**config.mk**
```make
export PLATFORM = sky130hd
export DESIGN_NAME = sid_span_filter
export DESIGN_NICKNAME = d
export VERILOG_FILES = /design/src/rtl/sid_filt_pkg.sv /design/src/rtl/sid_filt_cfg.sv /design/src/rtl/sid_span_mask.sv /design/src/rtl/sid_match_lane.sv /design/src/rtl/sid_span_filter.sv
export SDC_FILE = /design/constraint.sdc
export NUM_CORES = 1
export LEC_CHECK = 0
export CORE_MARGIN = 4
export CORE_UTILIZATION = 30
export CTS_BUF_LIST = sky130_fd_sc_hd__clkbuf_8
export DETAILED_ROUTE_END_ITERATION = 8
export HOLD_SLACK_MARGIN = 0.03
export PLACE_DENSITY = 0.47
export SYNTH_ARGS = -nofsm -noshare
export SYNTH_HDL_FRONTEND = slang
export SYNTH_HIERARCHICAL = 1
export SYNTH_SLANG_ARGS = --single-unit
```
**constraint.sdc**
```tcl
create_clock -name clk -period 5.92 [get_ports clk]
set_clock_uncertainty 0.05 [all_clocks]
set_input_delay 0.888 -clock clk [delete_from_list [all_inputs] [get_ports clk]]
set_output_delay 0.888 -clock clk [all_outputs]
set_load 0.005 [all_outputs]
```
**src/rtl/sid_filt_pkg.sv**
```systemverilog
package sid_filt_pkg;

    // write target codes on wr_sel
    typedef enum logic [1:0] {
        SEL_TYPE = 2'd0,
        SEL_PAT  = 2'd1,
        SEL_MODE = 2'd2,
        SEL_NONE = 2'd3
    } wr_sel_e;

    // bit position of the span flag inside a counter type word
    localparam int SPAN_BIT = 29;
    // bit position of the global flag inside a mode word
    localparam int GLOB_BIT = 0;

endpackage

```
**src/rtl/sid_filt_cfg.sv**
```systemverilog
module sid_filt_cfg
    import sid_filt_pkg::*;
#(
    parameter int NUM_CTR = 4,
    parameter int SID_W   = 32,
    parameter int DATA_W  = 32,
    parameter int CTR_IW  = 2
) (
    input  logic                            clk,
    input  logic                            rst_n,
    input  logic                            wr_en,
    input  logic [1:0]                      wr_sel,
    input  logic [CTR_IW-1:0]               wr_ctr,
    input  logic [DATA_W-1:0]               wr_data,
    output logic [NUM_CTR-1:0]              span_o,
    output logic [NUM_CTR-1:0][SID_W-1:0]   pat_o,
    output logic                            glob_o
);

    typedef struct packed {
        logic [NUM_CTR-1:0]            span;
        logic [NUM_CTR-1:0][SID_W-1:0] pat;
        logic                          glob;
    } cfg_t;

    cfg_t cfg_d, cfg_q;
    logic ctr_ok;
    logic unused_bits;

    assign ctr_ok      = (32'(wr_ctr) < NUM_CTR);
    assign unused_bits = ^wr_data;

    always_comb begin
        cfg_d = cfg_q;
        if (wr_en) begin
            unique case (wr_sel_e'(wr_sel))
                SEL_TYPE: if (ctr_ok) cfg_d.span[wr_ctr] = wr_data[SPAN_BIT];
                SEL_PAT:  if (ctr_ok) cfg_d.pat[wr_ctr]  = wr_data[SID_W-1:0];
                SEL_MODE: cfg_d.glob = wr_data[GLOB_BIT];
                default:  ;
            endcase
        end
    end

    always_ff @(posedge clk or negedge rst_n) begin
        if (!rst_n) begin
            cfg_q.span <= '1;
            cfg_q.pat  <= '1;
            cfg_q.glob <= 1'b0;
        end else begin
            cfg_q <= cfg_d;
        end
    end

    assign span_o = cfg_q.span;
    assign pat_o  = cfg_q.pat;
    assign glob_o = cfg_q.glob;

endmodule

```
**src/rtl/sid_span_mask.sv**
```systemverilog
module sid_span_mask #(
    parameter int SID_W = 32
) (
    input  logic [SID_W-1:0] pat,
    input  logic             span,
    output logic [SID_W-1:0] care
);

    logic [SID_W-1:0] pat_inc;
    logic [SID_W-1:0] dont_care;
    logic             all_ones;

    // pattern XOR (pattern+1) sets bits 0..k where k is the lowest zero
    assign pat_inc   = pat + SID_W'(1);
    assign dont_care = pat ^ pat_inc;
    assign all_ones  = &pat;

    always_comb begin
        if (!span) begin
            care = '1;
        end else if (all_ones) begin
            care = '0;
        end else begin
            care = ~dont_care;
        end
    end

endmodule

```
**src/rtl/sid_match_lane.sv**
```systemverilog
module sid_match_lane #(
    parameter int SID_W = 32
) (
    input  logic [SID_W-1:0] pat,
    input  logic             span,
    input  logic [SID_W-1:0] sid,
    output logic             hit
);

    logic [SID_W-1:0] care;

    sid_span_mask #(.SID_W(SID_W)) u_mask (
        .pat  (pat),
        .span (span),
        .care (care)
    );

    assign hit = ((sid ^ pat) & care) == '0;

endmodule

```
**src/rtl/sid_span_filter.sv**
```systemverilog
module sid_span_filter
    import sid_filt_pkg::*;
#(
    parameter int NUM_CTR = 4,
    parameter int SID_W   = 32,
    parameter int DATA_W  = 32,
    parameter int CTR_IW  = (NUM_CTR > 1) ? $clog2(NUM_CTR) : 1
) (
    input  logic               clk,
    input  logic               rst_n,
    input  logic               wr_en,
    input  logic [1:0]         wr_sel,
    input  logic [CTR_IW-1:0]  wr_ctr,
    input  logic [DATA_W-1:0]  wr_data,
    input  logic               sid_valid,
    input  logic [SID_W-1:0]   sid,
    output logic               match_vld,
    output logic [NUM_CTR-1:0] match
);

    typedef struct packed {
        logic               vld;
        logic [NUM_CTR-1:0] hit;
    } res_t;

    logic [NUM_CTR-1:0]            span_q;
    logic [NUM_CTR-1:0][SID_W-1:0] pat_q;
    logic                          glob_q;
    logic [NUM_CTR-1:0]            lane_hit;
    res_t                          res_d, res_q;

    sid_filt_cfg #(
        .NUM_CTR (NUM_CTR),
        .SID_W   (SID_W),
        .DATA_W  (DATA_W),
        .CTR_IW  (CTR_IW)
    ) u_cfg (
        .clk     (clk),
        .rst_n   (rst_n),
        .wr_en   (wr_en),
        .wr_sel  (wr_sel),
        .wr_ctr  (wr_ctr),
        .wr_data (wr_data),
        .span_o  (span_q),
        .pat_o   (pat_q),
        .glob_o  (glob_q)
    );

    for (genvar i = 0; i < NUM_CTR; i++) begin : g_lane
        logic [SID_W-1:0] lane_pat;
        logic             lane_span;
        if (i == 0) begin : g_root
            assign lane_pat  = pat_q[0];
            assign lane_span = span_q[0];
        end else begin : g_dep
            assign lane_pat  = glob_q ? pat_q[0]  : pat_q[i];
            assign lane_span = glob_q ? span_q[0] : span_q[i];
        end
        sid_match_lane #(.SID_W(SID_W)) u_lane (
            .pat  (lane_pat),
            .span (lane_span),
            .sid  (sid),
            .hit  (lane_hit[i])
        );
    end

    always_comb begin
        res_d.vld = sid_valid;
        res_d.hit = sid_valid ? lane_hit : '0;
    end

    always_ff @(posedge clk or negedge rst_n) begin
        if (!rst_n) begin
            res_q <= '0;
        end else begin
            res_q <= res_d;
        end
    end

    assign match_vld = res_q.vld;
    assign match     = res_q.hit;

endmodule

```
==> reports/metrics.csv <==
stage,metric,value,unit
status,status,finished clean,
detailed_routing,via/cell ratio,5.433,
worst_setup_path,family with the most delay on the worst path,simple AND/OR/NAND/NOR gates,
synthesis,register area share after synthesis,36.04,%
floorplanning,DIE AREA,36460,sq um
detailed_routing,Post-route DRC,0,
worst_setup_path,Crit-path slowest cell,nor4_4,
placement,Port Buffers,76,
worst_setup_path,"most used cell, CP",nand4_1,
clock_tree,"Reg clk slew, reported paths",90,ps
synthesis,Synth Flop Type,dfstp_2,
worst_hold_path,Hold Path Class,primary input to asynchronous set/reset pin,
worst_setup_path,worst-path cell chain,"buf_4, mux2_2, nand4_1, or4_4, nor4_4, a21oi_1, a22oi_1, nand4_1, nor4_2, and2_1",
finish,share of cells above drive strength 1,43.79,%
finish,register area,3622,sq um
synthesis,Unique masters post-synth,45,
clock_tree,postcts setup bufs,0,
timing,"Hold Vio Cnt, Final",0,
timing,Final Max Slew Viols,0,
worst_setup_path,CP max stage delay,910,ps
floorplanning,Die Width,190.9,microns
worst_setup_path,worst path required time,6260,ps
synthesis,post-synthesis average cell area,11.23,sq um
clock_tree,post-cts resize count,0,
worst_setup_path,Worst setup SP type,flop,
timing,Slew @ Worst Pin,1253,ps
power,leakage,4.478,nW
detailed_routing,Routed met1 length,16970,microns
clock_tree,Hold Buf Count CTS,0,
timing,fin crit share,74.45,%
detailed_routing,Routed WL,35810,microns
finish,area grow syn2layout,16.16,%
worst_setup_path,crit path DAT,4740,ps
floorplanning,core area,32780,sq um
clock_tree,largest buffer count on any clock path,2,
timing,final setup vio count,0,
timing,Max Freq,226.9,MHz
global_routing,Total GRT Usage,19.57,%
finish,# fillers,3299,
placement,placed inst area,11170,sq um
synthesis,yosys warns,6,
detailed_routing,drt pass-1 iters,7,
finish,nets,1045,
clock_tree,Clock Sinks,138,
global_routing,vias in the first global route,7906,
finish,antenna cells,0,
power,total power,0.004015,W
power,peak supply drop,141.0,uV
floorplanning,I/O Pins,77,
placement,Final HPWL DP,27380,microns
flow_run,max cap viols,0,
clock_tree,H-tree depth,4,
worst_setup_path,critical-path maximum fanout,36,
timing,post-layout minimum cycle time,4407,ps
synthesis,Synth Register Bits,138,
clock_tree,TritonCTS clock tree,built,
worst_setup_path,kind of critical path,flop to flop,
global_routing,grt total ovfl,0,
detailed_routing,metal2 WL,15860,microns
floorplanning,Die Y,190.9,microns
power,Power Density,344.2,nW/um^2
timing,RSZ-0062 raised after global routing,no,
clock_tree,root buf cell,clkbuf_8,
synthesis,Post-synth EDFFs,0,
worst_setup_path,Buffers & Inverters on Critical Path,1,
finish,Layout Utilization,35.58,%
clock_tree,clock latency on the worst-skew pair,460,ps
synthesis,fraction of registers with async set/reset,100.0,%
global_routing,pin count of the biggest net entering global routing,61,
clock_tree,cts bufs inserted,17,
detailed_routing,ANT nets after route,0,
finish,multi-input logic area,6127,sq um
detailed_routing,WL met3,2123,microns
floorplanning,row count,66,
synthesis,post-synthesis instance total,894,
finish,"Design Area, Final",11660,sq um
detailed_routing,DR top layer,met4,
detailed_routing,vias after detailed routing,7736,
detailed_routing,wire per inst,25.15,microns
synthesis,Post-Syn Nets,970,
synthesis,"Cell Area, Synth",10040,sq um
timing,Worst slew margin,16.41,%
timing,Setup TNS,0,ps
placement,GPL Wtd Cong,0.9238,
global_routing,first-pass GRT wire length,53490,microns
worst_setup_path,Setup crit end kind,flop,
global_routing,initial antenna violation count,0,
detailed_routing,Iteration-0 DRC Markers,625,
floorplanning,initial core utilization,30.63,%
Yosys cell counts, types with 2 or more instances:
cell,number,area (sq um)
and3_4,3,33.78
a41oi_1,5,43.79
o21ai_0,9,45.04
a21oi_1,14,70.07
nand2_1,35,131.4
nor2b_1,3,18.77
and3_1,28,175.2
and4_1,7,61.31
dfstp_2,132,3468
and2_1,7,43.79
buf_6,17,191.4
buf_2,8,40.04
xor2_1,132,1156
a31oi_1,27,168.9
mux2_1,6,67.56
and2_2,6,45.04
nand4b_1,3,26.28
and4b_1,3,30.03
nand3b_1,3,22.52
nand3_1,28,140.1
nor4_2,4,50.05
nor2_1,24,90.09
nor3_2,3,30.03
nor3b_4,2,37.54
a22oi_1,64,480.5
nor3_4,3,48.80
nand4_2,3,37.54
inv_1,13,48.80
buf_4,3,22.52
mux2_2,215,2421
dfrtp_1,6,150.1
mux2_4,11,165.2
nor4_1,5,31.28
nand4_1,44,275.3
nor3_1,5,25.02
ha_1,4,50.05
flip-flops by register name, indices dropped and copies added, names as in the netlist:
register and flops:
match 4, match_vld 1, u_cfg/glob_o 1, u_cfg/pat_o 128
u_cfg/span_o 4
routing by layer:
metal	vias to the layer above	track usage, %
met5	-	0
met4	0	5.608
met3	48	3.981
met2	277	30.12
met1	3898	27.89
li1	3513	-
power by group:
group          internal (W)  leakage [nW]  switching [W]
Sequential          0.00132          1.46       0.000265
Clock              0.000576         0.250       0.000391
Combinational      0.000673          2.77       0.000794
Total               0.00256          4.48        0.00145
stage by stage:
| step | setup WS [ps] | hold slack (ps) | instances |
|---|---|---|---|
| 2_1_floorplan | 2717 | 452.7 | 894 |
| 3_3_place_gp | 1639 | 556.7 | 1392 |
| 3_5_place_dp | 1599 | 559.3 | 1392 |
| 4_1_cts | 1566 | 427.1 | 1424 |
| 5_1_grt | 1279 | 479.8 | 1424 |
| 6_report | 1513 | 450.5 | 1424 |
path summary, 6_finish.rpt:
check,slack (ps),startpoint,to,depth (start not counted)
hold reg to reg,570,u_cfg/pat_o[86],u_cfg/pat_o[86],1
hold / removal,450,rst_n,u_cfg/glob_o,1
setup / recovery,1510,u_cfg/glob_o,match[3],10
max in group asynchronous,4170,rst_n,match[1],2
min in group clk,570,u_cfg/pat_o[86],u_cfg/pat_o[86],1
setup reg to reg,1510,u_cfg/glob_o,match[3],10
area by class of cell:
class	instances	share of cell area (%)
Clock inverter	12	1.877
Timing Repair Buffer	84	7.016
Multi-Input combinational cell	715	52.53
Tap cell	442	4.741
Inverter	13	0.4184
Clock buffer	20	2.360
Sequential cell	138	31.06
layout by cell type (no fill, tap or decap), drive strengths merged:
cell type,Yosys,layout
o21ai,9,9
a31oi,27,27
a41oi,5,5
and2,13,13
and3,32,32
dfstp,132,132
clkbuf,0,20
or4,2,2
nand2b,1,1
nand3b,4,4
nand4,47,47
buf,28,9
nand4b,3,3
nor2b,3,3
bufinv,0,6
clkdlybuf4s50,0,75
dfrtp,6,6
nor3b,3,3
nand2,35,35
nand3,28,28
nor3,11,11
and4,8,8
nor2,25,25
nor4,10,10
clkinv,0,4
inv,13,14
a21oi,14,14
a22oi,64,64
clkinvlp,0,1
xor2,132,132
mux2,232,232
ha,4,4
and4b,3,3
cells by family after synthesis:
| group | Yosys count | synth area share, % |
|---|---|---|
| xor gates and xnor gates | 132 | 11.51 |
| muxes | 232 | 26.43 |
| adders and majority gates | 4 | 0.4985 |
| AOI/OAI and AO/OA | 119 | 8.050 |
| DFF | 138 | 36.04 |
| buffers and inverters | 41 | 3.016 |
| and+or+nand+nor | 228 | 14.46 |
No activity file was read; power rests on OpenSTA's default activity.
